$ cat src/rtl/extmem_pkg.sv
// Package: shared types for the external memory fetch interface.
// Assumes: nothing beyond IEEE 1800-2017.
package extmem_pkg;

    // Fetch sequencer state
    typedef enum logic {
        FS_IDLE   = 1'b0,
        FS_STROBE = 1'b1
    } fetch_state_e;

    // Memory organisation, encoded as the width strap level
    typedef enum logic {
        ORG_BYTE = 1'b0,
        ORG_WORD = 1'b1
    } mem_org_e;

endpackage

$ cat src/rtl/extmem_strobe_ctrl.sv
// Module: extmem_strobe_ctrl
// Sequences a fetch: accepts a request when idle and the bus is owned,
// holds the strobe for STROBE_CYCLES owned cycles, then asks for capture.
// Assumes: STROBE_CYCLES >= 1; the count pauses while the bus is released.
module extmem_strobe_ctrl
    import extmem_pkg::*;
#(
    parameter int STROBE_CYCLES = 3,
    localparam int CNT_W = (STROBE_CYCLES < 2) ? 1 : $clog2(STROBE_CYCLES)
) (
    input  logic clk,
    input  logic rst_n,
    input  logic req_valid,
    input  logic bus_release,
    output logic req_ready,
    output logic accept,
    output logic strobe_on,
    output logic capture
);

    localparam logic [CNT_W-1:0] LAST_CNT = CNT_W'(STROBE_CYCLES - 1);

    fetch_state_e     state_q;
    logic [CNT_W-1:0] cnt_q;

    // Handshake and capture decode
    always_comb begin
        req_ready = (state_q == FS_IDLE) && !bus_release;
        accept    = req_ready && req_valid;
        strobe_on = (state_q == FS_STROBE);
        capture   = strobe_on && !bus_release && (cnt_q == LAST_CNT);
    end

    // State and owned-cycle counter
    always_ff @(posedge clk) begin
        if (!rst_n) begin
            state_q <= FS_IDLE;
            cnt_q   <= '0;
        end else begin
            unique case (state_q)
                FS_IDLE: begin
                    cnt_q <= '0;
                    if (accept) state_q <= FS_STROBE;
                end
                FS_STROBE: begin
                    if (capture) begin
                        state_q <= FS_IDLE;
                        cnt_q   <= '0;
                    end else if (!bus_release) begin
                        cnt_q <= cnt_q + 1'b1;
                    end
                end
                default: state_q <= FS_IDLE;
            endcase
        end
    end

endmodule

$ cat src/rtl/extmem_addr_path.sv
// Module: extmem_addr_path
// Registers the accepted byte address and splits it into the word address
// and the byte-select bit. Produces the pad drive enables and the latched
// memory organisation.
// Assumes: wide_strap is static during operation; release gates drive only.
module extmem_addr_path
    import extmem_pkg::*;
#(
    parameter int MEM_AW = 23,
    localparam int BYTE_AW = MEM_AW + 1
) (
    input  logic               clk,
    input  logic               rst_n,
    input  logic               accept,
    input  logic [BYTE_AW-1:0] req_addr,
    input  logic               wide_strap,
    input  logic               bus_release,
    output logic [MEM_AW-1:0]  mem_addr,
    output logic               mem_lsb,
    output logic               mem_addr_drive,
    output logic               mem_lsb_drive,
    output mem_org_e           org_q
);

    logic [BYTE_AW-1:0] addr_q;

    // Address and organisation capture at acceptance
    always_ff @(posedge clk) begin
        if (!rst_n) begin
            addr_q <= '0;
            org_q  <= ORG_WORD;
        end else if (accept) begin
            addr_q <= req_addr;
            org_q  <= mem_org_e'(wide_strap);
        end
    end

    // Split the byte address and derive the pad drive enables
    always_comb begin
        mem_addr       = addr_q[BYTE_AW-1:1];
        mem_lsb        = addr_q[0];
        mem_addr_drive = !bus_release;
        mem_lsb_drive  = !bus_release && (mem_org_e'(wide_strap) == ORG_BYTE);
    end

endmodule

$ cat src/rtl/extmem_data_capture.sv
// Module: extmem_data_capture
// Holding register for fetched data. In byte organisation only the low lane
// is kept and the upper lane reads as zero. Pulses valid for one cycle.
// Assumes: capture is a single-cycle strobe from the sequencer.
module extmem_data_capture
    import extmem_pkg::*;
#(
    parameter int DATA_W = 16,
    localparam int HALF_W = DATA_W / 2
) (
    input  logic              clk,
    input  logic              rst_n,
    input  logic              capture,
    input  mem_org_e          org_q,
    input  logic [DATA_W-1:0] mem_dq,
    output logic              rsp_valid,
    output logic [DATA_W-1:0] rsp_data
);

    logic [DATA_W-1:0] lane_fmt;

    // Select the lanes according to the latched organisation
    always_comb begin
        if (org_q == ORG_BYTE) lane_fmt = {{(DATA_W-HALF_W){1'b0}}, mem_dq[HALF_W-1:0]};
        else                   lane_fmt = mem_dq;
    end

    // Holding register and valid pulse
    always_ff @(posedge clk) begin
        if (!rst_n) begin
            rsp_valid <= 1'b0;
            rsp_data  <= '0;
        end else begin
            rsp_valid <= capture;
            if (capture) rsp_data <= lane_fmt;
        end
    end

endmodule

$ cat src/rtl/extmem_fetch.sv
// Module: extmem_fetch (top)
// Read-only fetch interface to an external sample memory in byte or word
// organisation, with bus release for a second master.
// Assumes: pad ring turns the *_drive enables into high impedance and muxes
// mem_lsb onto the data-15 pad in byte organisation.
module extmem_fetch
    import extmem_pkg::*;
#(
    parameter int MEM_AW        = 23,
    parameter int DATA_W        = 16,
    parameter int STROBE_CYCLES = 3,
    localparam int BYTE_AW = MEM_AW + 1
) (
    input  logic               clk,
    input  logic               rst_n,
    input  logic               req_valid,
    input  logic [BYTE_AW-1:0] req_addr,
    output logic               req_ready,
    output logic               rsp_valid,
    output logic [DATA_W-1:0]  rsp_data,
    input  logic               wide_strap,
    input  logic               bus_release,
    output logic [MEM_AW-1:0]  mem_addr,
    output logic               mem_addr_drive,
    output logic               mem_lsb,
    output logic               mem_lsb_drive,
    output logic               mem_oe_n,
    input  logic [DATA_W-1:0]  mem_dq
);

    logic     accept;
    logic     strobe_on;
    logic     capture;
    mem_org_e org_q;

    extmem_strobe_ctrl #(.STROBE_CYCLES(STROBE_CYCLES)) u_ctrl (
        .clk        (clk),
        .rst_n      (rst_n),
        .req_valid  (req_valid),
        .bus_release(bus_release),
        .req_ready  (req_ready),
        .accept     (accept),
        .strobe_on  (strobe_on),
        .capture    (capture)
    );

    extmem_addr_path #(.MEM_AW(MEM_AW)) u_addr (
        .clk           (clk),
        .rst_n         (rst_n),
        .accept        (accept),
        .req_addr      (req_addr),
        .wide_strap    (wide_strap),
        .bus_release   (bus_release),
        .mem_addr      (mem_addr),
        .mem_lsb       (mem_lsb),
        .mem_addr_drive(mem_addr_drive),
        .mem_lsb_drive (mem_lsb_drive),
        .org_q         (org_q)
    );

    extmem_data_capture #(.DATA_W(DATA_W)) u_cap (
        .clk      (clk),
        .rst_n    (rst_n),
        .capture  (capture),
        .org_q    (org_q),
        .mem_dq   (mem_dq),
        .rsp_valid(rsp_valid),
        .rsp_data (rsp_data)
    );

    // Output enable follows the strobe phase
    always_comb mem_oe_n = !strobe_on;

endmodule

$ cat config.mk
export PLATFORM = sky130hd
export DESIGN_NAME = extmem_fetch
export DESIGN_NICKNAME = d
export VERILOG_FILES = /design/src/rtl/extmem_pkg.sv /design/src/rtl/extmem_strobe_ctrl.sv /design/src/rtl/extmem_addr_path.sv /design/src/rtl/extmem_data_capture.sv /design/src/rtl/extmem_fetch.sv
export SDC_FILE = /design/constraint.sdc
export NUM_CORES = 1
export LEC_CHECK = 0
export BUFFER_PORTS_ARGS = -buffer_cell sky130_fd_sc_hd__buf_4
export CAP_MARGIN = 20
export CORE_MARGIN = 8
export CORE_UTILIZATION = 46
export CTS_CLUSTER_SIZE = 12
export DETAILED_ROUTE_END_ITERATION = 10
export PLACE_DENSITY_LB_ADDON = 0.12
export SYNTH_ARGS = -nofsm -noshare
export SYNTH_HDL_FRONTEND = slang
export SYNTH_SLANG_ARGS = --single-unit
$ cat constraint.sdc
create_clock -name clk -period 3.6 [get_ports clk]
set_input_delay 0.36 -clock clk [delete_from_list [all_inputs] [get_ports clk]]
set_output_delay 0.36 -clock clk [all_outputs]
set_load 0.02 [all_outputs]
Word level (Yosys, flattened, before mapping)
Cells that the tools add are included.

storage, ports and cells
  output and inout port bits = 45
  input port bits = 45
  word-level logic and storage cells = 25
  register bits after elaboration = 45

cells by class
  mux-type cells = 7
  eq/ne operators = 2
  reductions and logical operators = 7
  add/sub/neg operators = 1
  bitwise operators = 2

operators by type and width
  operator               number
  $mux W16               1
  $logic_and A1 B1 Y1    5
  $mux W2                2
  $pmux W2 S2            1
  $ne A3 B2 Y1 const B   1
  $add A2 B1 Y2 const B  1
  $eq A2 B2 Y1 const B   1
  $logic_not A1 Y1       2
  $mux W1                2
  $not A1 Y1             2
  $pmux W1 S2            1

Longest topological paths before layout
  word-level depth = 5
  mapped depth = 5
  depth with buffers taken out = 3

By module
A second synthesis with hierarchy kept.

second synthesis, totals
  cells, all modules = 162
  area total of the unflattened synthesis = 1778.0 sq um

modules (own cells, without submodules)
  module               area an instance (sq um)  cells each  sequential area each (sq um)  times used
  extmem_addr_path     970.9                     82          500.5                         1
  extmem_data_capture  673.1                     64          340.3                         1
  extmem_strobe_ctrl   130.1                     15          60.1                          1
  extmem_fetch         3.8                       1           0.0                           1

Least setup slack after synthesis
Ideal clock, no wire load.

  path type = in2reg
  start point = input port bus_release
  end point = register u_addr.org_q
  stages = 5
  data arrival time = 1.170 ns
  setup slack = 2.300 ns
  setup time = 0.130 ns
  required time = 3.470 ns
  path through = buf_6 > nor3b_2 > buf_2 > mux2i_1 > nand2_1

on the way
  word-level cells in the longest chain between the ends = 3

RTL lines
  item                  RTL line                  RTL
  from (decl)           extmem_fetch.sv:22        input logic bus_release,
  $logic_not A1 Y1      extmem_strobe_ctrl.sv:28  req_ready = (state_q == FS_IDLE) && !bus_release;
  $logic_and A1 B1 Y1   extmem_strobe_ctrl.sv:28
  $logic_and A1 B1 Y1   extmem_strobe_ctrl.sv:29  accept = req_ready && req_valid;
  to (signal assigned)  extmem_addr_path.sv:34    org_q <= mem_org_e'(wide_strap);
  to (decl)             extmem_addr_path.sv:22    output mem_org_e org_q

Every way passes these cells.
A chain may end at the register's enable or synchronous reset.

Final worst setup path
  start point = register u_ctrl.state_q (netlist: u_ctrl.strobe_on)
  end point = output port req_ready

on the way
  word-level cells in the longest chain between the ends = 2

RTL lines
  item                    RTL line                  RTL
  from (decl)             extmem_strobe_ctrl.sv:23  fetch_state_e state_q;
  from (signal assigned)  extmem_strobe_ctrl.sv:37  state_q <= FS_IDLE;
  from (signal assigned)  extmem_strobe_ctrl.sv:43  if (accept) state_q <= FS_STROBE;
  from (signal assigned)  extmem_strobe_ctrl.sv:47  state_q <= FS_IDLE;
  $not A1 Y1              extmem_strobe_ctrl.sv:28
  $logic_and A1 B1 Y1     extmem_strobe_ctrl.sv:28
  to (decl)               extmem_fetch.sv:18        output logic req_ready,

Every way passes these cells.

==> metrics.txt <==
main combinational cell family by area after synthesis=simple AND/OR/NAND/NOR gates; Gate power share=14.2%; fmax=0.685 GHz; Placed Cells=291; P&R area growth vs syn=45.4%; Seq pwr share=59.4%; Synth Instances=169; antenna cells=0; Synth Area in XOR/XNOR=0%; total number of vias=1437; Max FO, Critical Path=5; syn_area_per_cell=9.39 um2; vias in the first global route=1337; IO Count=90; first-pass GRT wire length=6.35 mm; Compound-Gate Fraction of Synth Area=18.1%; Crit. End Element=output port; TritonCTS clock tree=built; Peak VDD IR=0.240 mV; die width=74.7 um; Net Sw Frac=24.3%; setup ws final=2.14 ns; Worst Path Class, Setup=flip-flop to output port; Post-Synth Simple-Gate Area=19.4%; r2r setup slk=2.15 ns; CTS Hold Bufs=0; GRT overflow=0; largest net degree at the start of global routing=53; mapped cell area=0.00159 mm2; Starting Density=47.5%; layout cell share with drive strength beyond 1=40.1%; count of input and output buffers=89; Clock Skew=0.00540 ns; antenna viol nets, final=0; sw power=214 uW; Synth Register Bits=45; Longest Clk Path Bufs=2; Sink Count=45; shortest period the worst path allows=1.46 ns; clk_lat worst skew=0.34 ns; Worst-Margin Slew=0.704 ns; Synth Area in Adders=0%; hpwl dp=3.02 mm; die area=0.00558 mm2; fin nets=297; Final Max Slew Viols=0; Filler cells=293; number of non-filler instances in the completed layout=298; CTS root buf=clkbuf_4; routed len/inst=13.7 um; Worst-path clk slew=0.11 ns; relative slew slack=52.8%; pwr dens=382 mW/mm2; post-DR vias/cell=4.82; Startpoint Class=flip-flop; pre-CTS setup slack=1.87 ns; total setup buffers inserted after CTS=0; initial antenna violation count=0; Worst Hold Class=input pin to flip-flop; CTS Buf Count=5; Synth Net Count=214; Resize count post-CTS=0; drt drc=0; GP Congestion=0.668; Core ar.=0.00334 mm2; 1st-iter DRT viols=65; WL final=4.08 mm; r2r worst-path depth=3; Fin. Hold Viols=0; P_int=667 uW; Clk pwr share=26.4%; TNS Setup=0 ns; outcome=completed; post-synthesis sequential area ratio=56.8%; Worst Path Arrival=1.10 ns; H-tree depth=2; period utilisation layout=40.5%; Syn. warnings=0; Die Height=74.7 um; # rows=21; distinct cell type count of the synthesized netlist=18; leak pwr=0.00102 uW; Initial DRT Pass Iterations=4; Setup-failing EPs final=0; post-synthesis mux area share=0.631%; RSZ-0062 raised after global routing=false; hold path cells=2; GRT Total Usage=14.7%; max cap viols=0; Worst Path Required=3.24 ns
[cell usage in the layout (no fill, tap or decap)]
cell,n
inv_1,2
nand2_2,1
clkbuf_1,1
nand3_1,24
nor2b_1,1
buf_4,90
a21boi_2,1
nor4_4,1
mux2i_1,1
nor3b_4,1
clkbuf_8,1
nand2_1,29
nor2_1,4
nor3_1,1
nor3b_2,1
dfxtp_1,45
o21ai_0,25
a21oi_1,2
clkbuf_4,5
a22o_1,16
[power by group through the flow]
stage | Combinational (uW) | Sequential, uW | Clock [uW]
floorplan | 42.5 | 550 | 0
global placement | 125 | 534 | 0
detailed placement | 126 | 534 | 0
CTS | 126 | 523 | 241
global route | 136 | 526 | 264
finish | 125 | 523 | 233
[synth_stat cells]
cell,number,area (um2)
dfxtp_1,45,901
nand2_1,29,109
mux2i_1,1,10.0
buf_2,5,25.0
buf_6,2,22.5
nor4_4,1,21.3
a21boi_2,1,11.3
a22o_1,16,140
nor3b_2,2,25.0
nor3_1,1,5.00
nor2b_1,1,6.26
clkbuf_1,7,26.3
inv_1,2,7.51
a21oi_1,2,10.0
o21ai_0,25,125
nor2_1,4,15.0
nand2_2,1,6.26
nand3_1,24,120
[flip-flops by register name, indices dropped and copies added, names as in the netlist]
register          cells
u_addr.addr_q        24
u_addr.org_q          1
u_cap.rsp_data       16
u_cap.rsp_valid       1
u_ctrl.cnt_q          2
u_ctrl.strobe_on      1
[stage by stage]
step / power (uW) / hold WS (ns) / instance area (um2) / util (%)
floorplan: 593 / 0.441 / 1590 / -
global placement: 659 / 0.445 / 2250 / 67.5
detailed placement: 661 / 0.453 / 2250 / 67.5
CTS: 890 / 0.209 / 2310 / 69.1
global route: 926 / 0.197 / 2310 / 69.1
finish: 881 / 0.219 / 2310 / 69.1
[metal layers]
layer,GRT usage (%),vias up,part of all wire (%)
li1,-,750,-
met1,17.4,630,43
met2,23.6,49,46
met3,4.66,8,8.8
met4,6.52,0,1.5
met5,0,-,0
[final timing paths]
kind,end,from
worst min-delay path,u_cap.rsp_data[3],mem_dq[3]
worst max register to register,u_cap.rsp_data[4],u_ctrl.cnt_q[1]
worst min register to register,u_addr.addr_q[2],u_addr.addr_q[2]
worst max-delay path,req_ready,u_ctrl.strobe_on
[logic make-up (layout without fill, tap and decap cells)]
logic type	after synthesis	after routing
compound gates	44	44
buf+inv	16	99
flops	45	45
mux	1	1
simple gates	63	63
[area by class of cell]
class                   count  area, um2  area share, %
multi-input cells         108        611           26.5
clock buffers               7       55.1           2.39
repair buffers             90        676           29.3
flip-flops and latches     45        901           39.0
well taps                  46       57.6           2.49
inverters                   2       7.51          0.325
[worst max-delay path, cell delays in order, from the launching register on]
cell	delay, ns
dfxtp_1	0.50
nor2_1	0.09
buf_4	0.16
Note: power is estimated with default switching activity, not from simulation.
